--- config.mk ---
export PLATFORM = sky130hd
export DESIGN_NAME = in_ep_tx
export DESIGN_NICKNAME = d
export VERILOG_FILES = /design/src/rtl/in_ep_tx_pkg.sv /design/src/rtl/in_ep_desc_bank.sv /design/src/rtl/in_ep_tx_fsm.sv /design/src/rtl/in_ep_tx.sv
export SDC_FILE = /design/constraint.sdc
export NUM_CORES = 1
export LEC_CHECK = 0
export BUFFER_PORTS_ARGS = -buffer_cell sky130_fd_sc_hd__buf_2
export CAP_MARGIN = 30
export CELL_PAD_IN_SITES_DETAIL_PLACEMENT = 0
export CELL_PAD_IN_SITES_GLOBAL_PLACEMENT = 2
export CORE_MARGIN = 1
export CORE_UTILIZATION = 32
export DETAILED_ROUTE_END_ITERATION = 16
export GPL_ROUTABILITY_DRIVEN = 0
export PLACE_DENSITY = 0.84
export SETUP_SLACK_MARGIN = 0.2
export SLEW_MARGIN = 0
export SYNTH_ARGS = -nofsm -noshare
export SYNTH_HDL_FRONTEND = slang
export SYNTH_SLANG_ARGS = --single-unit
--- constraint.sdc ---
create_clock -name clk_i -period 1.9 [get_ports clk_i]
set_input_delay 0.095 -clock clk_i [delete_from_list [all_inputs] [get_ports clk_i]]
set_output_delay 0.095 -clock clk_i [all_outputs]
set_load 0.1 [all_outputs]
--- src/rtl/in_ep_tx_pkg.sv ---
package in_ep_tx_pkg;

    typedef enum logic [1:0] {
        RESP_PASS  = 2'd0,
        RESP_NACK  = 2'd1,
        RESP_STALL = 2'd2,
        RESP_DATA  = 2'd3
    } resp_e;

    typedef enum logic [1:0] {
        TX_IDLE = 2'd0,
        TX_SEND = 2'd1,
        TX_WAIT = 2'd2
    } tx_st_e;

endpackage

--- src/rtl/in_ep_desc_bank.sv ---
module in_ep_desc_bank #(
    parameter int NUM_EP   = 4,
    parameter int EP_W     = 2,
    parameter int BUF_ID_W = 5,
    parameter int LEN_W    = 7
) (
    input  logic                               clk_i,
    input  logic                               rst_ni,
    input  logic                               desc_we_i,
    input  logic [EP_W-1:0]                    desc_ep_i,
    input  logic [BUF_ID_W-1:0]                desc_buf_i,
    input  logic [LEN_W-1:0]                   desc_len_i,
    input  logic                               desc_rdy_i,
    input  logic [NUM_EP-1:0]                  stall_set_i,
    input  logic [NUM_EP-1:0]                  sent_clr_i,
    input  logic                               setup_i,
    input  logic [EP_W-1:0]                    setup_ep_i,
    input  logic                               link_reset_i,
    input  logic [NUM_EP-1:0]                  ack_ep_i,
    output logic [NUM_EP-1:0]                  rdy_o,
    output logic [NUM_EP-1:0]                  pend_o,
    output logic [NUM_EP-1:0]                  stall_o,
    output logic [NUM_EP-1:0]                  sent_o,
    output logic [NUM_EP-1:0][BUF_ID_W-1:0]    buf_o,
    output logic [NUM_EP-1:0][LEN_W-1:0]       len_o
);

    typedef struct packed {
        logic [BUF_ID_W-1:0] bid;
        logic [LEN_W-1:0]    len;
        logic                rdy;
        logic                pend;
        logic                stall;
        logic                sent;
    } desc_t;

    for (genvar e = 0; e < NUM_EP; e++) begin : g_ep
        desc_t ep_d, ep_q;
        logic  wr_hit, setup_hit;

        assign wr_hit    = desc_we_i && (desc_ep_i == EP_W'(e));
        assign setup_hit = setup_i && (setup_ep_i == EP_W'(e));

        // Precedence, lowest first: clear, ack, stall set, SETUP, link reset, write
        always_comb begin
            ep_d = ep_q;
            if (sent_clr_i[e]) ep_d.sent = 1'b0;
            if (ack_ep_i[e]) begin
                ep_d.rdy  = 1'b0;
                ep_d.sent = 1'b1;
            end
            if (stall_set_i[e]) ep_d.stall = 1'b1;
            if (setup_hit) begin
                ep_d.stall = 1'b0;
                if (ep_q.rdy) begin
                    ep_d.rdy  = 1'b0;
                    ep_d.pend = 1'b1;
                end
            end
            if (link_reset_i) begin
                if (ep_q.rdy) ep_d.pend = 1'b1;
                ep_d.rdy = 1'b0;
            end
            if (wr_hit) begin
                ep_d.bid  = desc_buf_i;
                ep_d.len  = desc_len_i;
                ep_d.rdy  = desc_rdy_i;
                ep_d.pend = 1'b0;
            end
        end

        always_ff @(posedge clk_i or negedge rst_ni) begin
            if (!rst_ni) ep_q <= '0;
            else         ep_q <= ep_d;
        end

        assign rdy_o[e]   = ep_q.rdy;
        assign pend_o[e]  = ep_q.pend;
        assign stall_o[e] = ep_q.stall;
        assign sent_o[e]  = ep_q.sent;
        assign buf_o[e]   = ep_q.bid;
        assign len_o[e]   = ep_q.len;

        assert_ack_retires_R6: assert property (@(posedge clk_i) disable iff (!rst_ni)
            (ack_ep_i[e] && !wr_hit) |=> (!rdy_o[e] && sent_o[e]));

        assert_setup_parks_R9: assert property (@(posedge clk_i) disable iff (!rst_ni)
            (setup_hit && rdy_o[e] && !wr_hit) |=> (pend_o[e] && !rdy_o[e] && !stall_o[e]));

        assert_link_reset_drops_R10: assert property (@(posedge clk_i) disable iff (!rst_ni)
            (link_reset_i && !wr_hit) |=> !rdy_o[e]);
    end

endmodule

--- src/rtl/in_ep_tx_fsm.sv ---
module in_ep_tx_fsm
    import in_ep_tx_pkg::*;
#(
    parameter int NUM_EP   = 4,
    parameter int EP_W     = 2,
    parameter int BUF_ID_W = 5,
    parameter int LEN_W    = 7,
    parameter int OFS_W    = 6
) (
    input  logic                               clk_i,
    input  logic                               rst_ni,
    input  logic                               tok_in_i,
    input  logic                               tok_out_i,
    input  logic [EP_W-1:0]                    tok_ep_i,
    input  logic                               host_ack_i,
    input  logic                               host_timeout_i,
    input  logic                               link_reset_i,
    input  logic [NUM_EP-1:0]                  rdy_i,
    input  logic [NUM_EP-1:0]                  stall_i,
    input  logic [NUM_EP-1:0][BUF_ID_W-1:0]    buf_i,
    input  logic [NUM_EP-1:0][LEN_W-1:0]       len_i,
    output logic [NUM_EP-1:0]                  ack_ep_o,
    output logic                               pkt_sent_o,
    output logic                               resp_valid_o,
    output resp_e                              resp_o,
    output logic                               mem_req_o,
    output logic [BUF_ID_W+OFS_W-1:0]          mem_addr_o,
    output logic                               tx_valid_o,
    output logic                               tx_done_o
);

    typedef struct packed {
        tx_st_e              st;
        logic [EP_W-1:0]     ep;
        logic [BUF_ID_W-1:0] bid;
        logic [LEN_W-1:0]    len;
        logic [LEN_W-1:0]    cnt;
        logic                rv;
        resp_e               rsp;
        logic                txv;
        logic                sent_p;
    } fsm_t;

    fsm_t s_d, s_q;
    logic ack_fire;

    assign mem_req_o  = (s_q.st == TX_SEND) && (s_q.cnt != s_q.len);
    assign tx_done_o  = (s_q.st == TX_SEND) && (s_q.cnt == s_q.len);
    assign mem_addr_o = {s_q.bid, s_q.cnt[OFS_W-1:0]};
    assign ack_fire   = (s_q.st == TX_WAIT) && host_ack_i && !link_reset_i
                        && rdy_i[s_q.ep];

    always_comb begin
        ack_ep_o = '0;
        if (ack_fire) ack_ep_o[s_q.ep] = 1'b1;
    end

    always_comb begin
        s_d        = s_q;
        s_d.rv     = 1'b0;
        s_d.txv    = mem_req_o;
        s_d.sent_p = ack_fire;
        unique case (s_q.st)
            TX_IDLE: begin
                if (tok_in_i) begin
                    s_d.rv = 1'b1;
                    if (stall_i[tok_ep_i]) begin
                        s_d.rsp = RESP_STALL;
                    end else if (rdy_i[tok_ep_i]) begin
                        s_d.rsp = RESP_DATA;
                        s_d.st  = TX_SEND;
                        s_d.ep  = tok_ep_i;
                        s_d.bid = buf_i[tok_ep_i];
                        s_d.len = len_i[tok_ep_i];
                        s_d.cnt = '0;
                    end else begin
                        s_d.rsp = RESP_NACK;
                    end
                end else if (tok_out_i) begin
                    s_d.rv  = 1'b1;
                    s_d.rsp = stall_i[tok_ep_i] ? RESP_STALL : RESP_PASS;
                end
            end
            TX_SEND: begin
                if (mem_req_o) s_d.cnt = s_q.cnt + 1'b1;
                else           s_d.st  = TX_WAIT;
            end
            TX_WAIT: begin
                if (host_ack_i || host_timeout_i) s_d.st = TX_IDLE;
            end
            default: s_d.st = TX_IDLE;
        endcase
        if (link_reset_i) begin
            s_d.st  = TX_IDLE;
            s_d.txv = 1'b0;
        end
    end

    always_ff @(posedge clk_i or negedge rst_ni) begin
        if (!rst_ni) s_q <= '0;
        else         s_q <= s_d;
    end

    assign resp_valid_o = s_q.rv;
    assign resp_o       = s_q.rsp;
    assign tx_valid_o   = s_q.txv;
    assign pkt_sent_o   = s_q.sent_p;

    assert_ready_gets_data_R3: assert property (@(posedge clk_i) disable iff (!rst_ni)
        (s_q.st == TX_IDLE && tok_in_i && !link_reset_i && rdy_i[tok_ep_i] && !stall_i[tok_ep_i])
        |=> (resp_valid_o && resp_o == RESP_DATA));

    assert_byte_after_read_R3: assert property (@(posedge clk_i) disable iff (!rst_ni)
        tx_valid_o |-> $past(mem_req_o));

    assert_stall_wins_R5: assert property (@(posedge clk_i) disable iff (!rst_ni)
        (s_q.st == TX_IDLE && (tok_in_i || tok_out_i) && stall_i[tok_ep_i])
        |=> (resp_valid_o && resp_o == RESP_STALL));

    assert_abort_quiet_R10: assert property (@(posedge clk_i) disable iff (!rst_ni)
        link_reset_i |=> (!mem_req_o && !tx_valid_o && !tx_done_o));

endmodule

--- src/rtl/in_ep_tx.sv ---
module in_ep_tx
    import in_ep_tx_pkg::*;
#(
    parameter int NUM_EP   = 4,
    parameter int BUF_ID_W = 5,
    parameter int MAX_PKT  = 64,
    localparam int EP_W    = (NUM_EP > 1) ? $clog2(NUM_EP) : 1,
    localparam int LEN_W   = $clog2(MAX_PKT + 1),
    localparam int OFS_W   = (MAX_PKT > 1) ? $clog2(MAX_PKT) : 1,
    localparam int ADDR_W  = BUF_ID_W + OFS_W
) (
    input  logic                  clk_i,
    input  logic                  rst_ni,
    input  logic                  desc_we_i,
    input  logic [EP_W-1:0]       desc_ep_i,
    input  logic [BUF_ID_W-1:0]   desc_buf_i,
    input  logic [LEN_W-1:0]      desc_len_i,
    input  logic                  desc_rdy_i,
    input  logic [NUM_EP-1:0]     stall_set_i,
    input  logic [NUM_EP-1:0]     sent_clr_i,
    input  logic                  tok_in_i,
    input  logic                  tok_out_i,
    input  logic                  tok_setup_i,
    input  logic [EP_W-1:0]       tok_ep_i,
    input  logic                  host_ack_i,
    input  logic                  host_timeout_i,
    input  logic                  link_reset_i,
    output logic                  resp_valid_o,
    output logic [1:0]            resp_o,
    output logic                  mem_req_o,
    output logic [ADDR_W-1:0]     mem_addr_o,
    input  logic [7:0]            mem_rdata_i,
    output logic                  tx_valid_o,
    output logic [7:0]            tx_data_o,
    output logic                  tx_done_o,
    output logic [NUM_EP-1:0]     rdy_o,
    output logic [NUM_EP-1:0]     pend_o,
    output logic [NUM_EP-1:0]     stall_o,
    output logic [NUM_EP-1:0]     sent_o,
    output logic                  pkt_sent_o,
    output logic                  irq_sent_o
);

    logic [NUM_EP-1:0]                 ack_ep;
    logic [NUM_EP-1:0][BUF_ID_W-1:0]   ep_buf;
    logic [NUM_EP-1:0][LEN_W-1:0]      ep_len;
    resp_e                             resp;

    in_ep_desc_bank #(
        .NUM_EP   (NUM_EP),
        .EP_W     (EP_W),
        .BUF_ID_W (BUF_ID_W),
        .LEN_W    (LEN_W)
    ) i_bank (
        .clk_i        (clk_i),
        .rst_ni       (rst_ni),
        .desc_we_i    (desc_we_i),
        .desc_ep_i    (desc_ep_i),
        .desc_buf_i   (desc_buf_i),
        .desc_len_i   (desc_len_i),
        .desc_rdy_i   (desc_rdy_i),
        .stall_set_i  (stall_set_i),
        .sent_clr_i   (sent_clr_i),
        .setup_i      (tok_setup_i),
        .setup_ep_i   (tok_ep_i),
        .link_reset_i (link_reset_i),
        .ack_ep_i     (ack_ep),
        .rdy_o        (rdy_o),
        .pend_o       (pend_o),
        .stall_o      (stall_o),
        .sent_o       (sent_o),
        .buf_o        (ep_buf),
        .len_o        (ep_len)
    );

    in_ep_tx_fsm #(
        .NUM_EP   (NUM_EP),
        .EP_W     (EP_W),
        .BUF_ID_W (BUF_ID_W),
        .LEN_W    (LEN_W),
        .OFS_W    (OFS_W)
    ) i_fsm (
        .clk_i          (clk_i),
        .rst_ni         (rst_ni),
        .tok_in_i       (tok_in_i),
        .tok_out_i      (tok_out_i),
        .tok_ep_i       (tok_ep_i),
        .host_ack_i     (host_ack_i),
        .host_timeout_i (host_timeout_i),
        .link_reset_i   (link_reset_i),
        .rdy_i          (rdy_o),
        .stall_i        (stall_o),
        .buf_i          (ep_buf),
        .len_i          (ep_len),
        .ack_ep_o       (ack_ep),
        .pkt_sent_o     (pkt_sent_o),
        .resp_valid_o   (resp_valid_o),
        .resp_o         (resp),
        .mem_req_o      (mem_req_o),
        .mem_addr_o     (mem_addr_o),
        .tx_valid_o     (tx_valid_o),
        .tx_done_o      (tx_done_o)
    );

    assign resp_o     = resp;
    assign tx_data_o  = mem_rdata_i;
    assign irq_sent_o = |sent_o;

    assert_irq_tracks_sent_R6: assert property (@(posedge clk_i) disable iff (!rst_ni)
        pkt_sent_o |-> irq_sent_o);

endmodule

==> flow_metrics.env <==
export IMPL_outcome="finished, violations left"
export IMPL_failed_checks="negative setup slack"
export IMPL_postSynthAreaPerCell_um2=11.6
export IMPL_clock_sinks=92
export IMPL_fmaxAchievable_ghz=0.522
export IMPL_cp_max_fo=8
export IMPL_cap_violations=0
export IMPL_htreeDepth=3
export IMPL_routed_via_density=4.73
export IMPL_most_common_layout_cells="nand2_1, dfrtp_1, buf_2, mux2_2, buf_4"
export IMPL_hold_viol_final=0
export IMPL_clock_latency_ns=0.34
export IMPL_cts_root_buffer="clkbuf_16"
export IMPL_arrival_ns=2.14
export IMPL_required_ns=2.12
export IMPL_wl_per_cell_um=16.1
export IMPL_ys_types=45
export IMPL_period_share=1.01
export IMPL_timing_final_crit_period_ns=1.92
export IMPL_clockPowerShare=0.271
export IMPL_setup_ws_ns=-0.0169
export IMPL_crit_path_end_kind="flip-flop"
export IMPL_r2r_end="i_fsm.mem_addr_o[10]$_DFFE_PN0P_"
export IMPL_first_global_vias=3330
export IMPL_sequentialPowerShare=0.385
export IMPL_grt_max_degree=45
export IMPL_core_area_um2=13200
export IMPL_hold_path_class="primary input to flip-flop"
export IMPL_antenna_found_initial=0
export IMPL_antenna_left=0
export IMPL_synth_nets=416
export IMPL_switching_share=0.366
export IMPL_cts_path_max_buffers=2
export IMPL_ff2ff_setup_slack_ns=-0.02
export IMPL_power_uw=6690
export IMPL_port_buffers=68
export IMPL_synth_main_ff_cell="dfrtp_1"
export IMPL_dr_pass1_iters=4
export IMPL_remaining_drc_errors=0
export IMPL_ys_seq_elements=92
export IMPL_synth_top_area_frac=0.533
export IMPL_slew_violations=0
export IMPL_nets=518
export IMPL_tritoncts="yes"
export IMPL_p_sw_uw=2450
export IMPL_io_pins=85
export IMPL_synth_seq_area_share=0.533
export IMPL_skew_ns=0.00722
export IMPL_p_int_uw=4240
export IMPL_reg2reg_depth=5
export IMPL_setup_worst_path_start="i_bank.stall_o[3]$_DFFE_PN0P_"
export IMPL_dp_hpwl_mm=7.00
export IMPL_critical_path_class="flip-flop to flip-flop"
export IMPL_path_clk_slew_ns=0.06
export IMPL_netlist_area_um2=4320
export IMPL_grt_pass1_wl_mm=17.5
export IMPL_combPwrFrac=0.345
export IMPL_synthCells=373
export IMPL_fin_cells=655
export IMPL_area_growth_pct=30.9
export IMPL_final_common_cell="nand2_1"
export IMPL_grt_remaining_overflow=0
export IMPL_synth_warnings=0
export IMPL_tightest_slew_ns=0.796
export IMPL_synth_top_cell_by_area="dfrtp_1"
export IMPL_setup_viol=3
export IMPL_yosys_top_cells_area="dfrtp_1, mux2_2, nand2_1"
export IMPL_leakagePower_uw=0.00269
export IMPL_wl_mm=10.6
export IMPL_cts_buffers=9
export IMPL_r2r_start="i_bank.stall_o[3]$_DFFE_PN0P_"
export IMPL_rsz0062_at_grt="true"
export IMPL_diodes=0
export IMPL_layout_drive_gt1_share=0.430
export IMPL_drt_initial_drc_count=160
export IMPL_die_area_um2=14000
export IMPL_die_width_um=118
export IMPL_cp_start_kind="flip-flop"
export IMPL_hp_start="desc_len_i[1]"
export IMPL_slew_headroom=0.469
export IMPL_core_rowCount=42
export IMPL_dp_cells=604
export IMPL_synth_edf_count=0
export IMPL_start_util=0.327
export IMPL_min_path_cells=3
export IMPL_ys_async_sr_fraction=1.00
export IMPL_via_count=3096
export IMPL_power_density_nw_per_um2=1180
export IMPL_ir_worst_vdd_mv=0.490
export IMPL_die_h_um=118
export IMPL_crit_end="i_fsm.mem_addr_o[10]$_DFFE_PN0P_"
export IMPL_fin_util=0.428
export IMPL_grt_usage=0.163
-- state kept, by name, summed over array words and instances, names as in the netlist --
register and cells:
i_fsm.resp_o 2, i_bank.rdy_o 4, i_bank.sent_o 4, i_fsm.resp_valid_o 1, i_fsm.s_q 12, i_fsm.mem_addr_o 11
i_bank.len_o 28, i_bank.stall_o 4, i_bank.pend_o 4, i_fsm.pkt_sent_o 1, i_bank.buf_o 20, i_fsm.tx_valid_o 1
-- cell usage after synthesis (2+ instances only) --
master,instances
o32ai_1,2
buf_2,4
nor2_1,15
o21ai_0,8
mux2_2,34
xor2_1,7
inv_1,11
mux2_4,5
nor3_1,2
nor2b_1,2
mux2i_1,6
o21a_1,2
nand2_1,90
nand4_1,2
mux4_2,14
a22o_1,3
nand2b_1,4
nand3_1,6
dfrtp_1,92
nand3b_1,3
buf_4,21
nor3b_1,2
a211oi_1,3
clkbuf_1,8
a21oi_1,7
-- worst min path at each step --
stage,to,slack [ns]
after floorplan,i_bank.buf_o[0]$_DFFE_PN0P_,-0.20
after global placement,i_fsm.pkt_sent_o$_DFF_PN0_,0.12
after detailed placement,i_bank.sent_o[0]$_DFFE_PN0P_,0.13
after CTS,i_bank.len_o[15]$_DFFE_PN0P_,0.00003
after global routing,i_bank.len_o[11]$_DFFE_PN0P_,0.02
final,i_bank.len_o[15]$_DFFE_PN0P_,0.008
-- through the flow --
step	setup TNS, ns	setup WS [ns]	instance area, um2	hold slack, ns
2_1_floorplan	-0.798	-0.151	4350	-0.201
3_3_place_gp	0	0.0475	4880	0.119
3_5_place_dp	0	0.00196	4880	0.130
4_1_cts	-0.0101	-0.0101	5610	0.0000309
5_1_grt	-0.665	-0.0884	5650	0.0232
6_report	-0.0386	-0.0169	5650	0.00790
-- power by group through the flow --
stage | registers (uW) | logic, uW | clock network (uW)
final | 2570 | 2310 | 1810
after global routing | 2620 | 2450 | 1930
after CTS | 2580 | 2240 | 1860
after detailed placement | 2610 | 2050 | 0
after global placement | 2590 | 2010 | 0
after floorplan | 2770 | 1550 | 0
-- layer usage --
layer	track usage	part of all wire	vias up	wire (um)
li1	-	-	1468	-
met2	0.268	0.49	54	5230
met1	0.212	0.45	1562	4780
met4	0.0625	0.015	0	155
met3	0.0323	0.038	12	397
met5	0	0	-	0
-- timing repair --
| item | CTS | global route |
|---|---|---|
| setup buffers | 13 | 2 |
| hold endpoints to repair | 64 | 0 |
| endpoints found under the setup margin | 23 | 32 |
| hold buffers | 19 | 0 |
| cloned | 2 | 0 |
| pin swaps | 9 | 6 |
| resized for setup | 25 | 6 |
-- cells by family after synthesis --
group | after synthesis | synth area share
simple gates | 138 | 0.148
mux | 59 | 0.193
flops | 92 | 0.533
xor+xnor | 8 | 0.0162
fa+ha+maj | 1 | 0.00290
compound gates | 30 | 0.0461
buf+inv | 45 | 0.0603
-- final cells by class --
| cell class | instances | area, um2 |
|---|---|---|
| fillers | 1247 | 7540 |
| multi-input cells | 238 | 1870 |
| repair buffers | 123 | 883 |
| inverters | 11 | 41.3 |
| clock buffers | 11 | 253 |
| flip-flops and latches | 92 | 2330 |
| well taps | 176 | 220 |
| clock inverters | 4 | 48.8 |
-- worst max-delay path, cell delays in order (launching register included) --
cell and delay [ns]:
dfrtp_4 0.47, mux4_2 0.52, nor3_4 0.17, buf_12 0.18
nand2_8 0.10, mux2_4 0.35
Power figures use the tool's default switching activity.
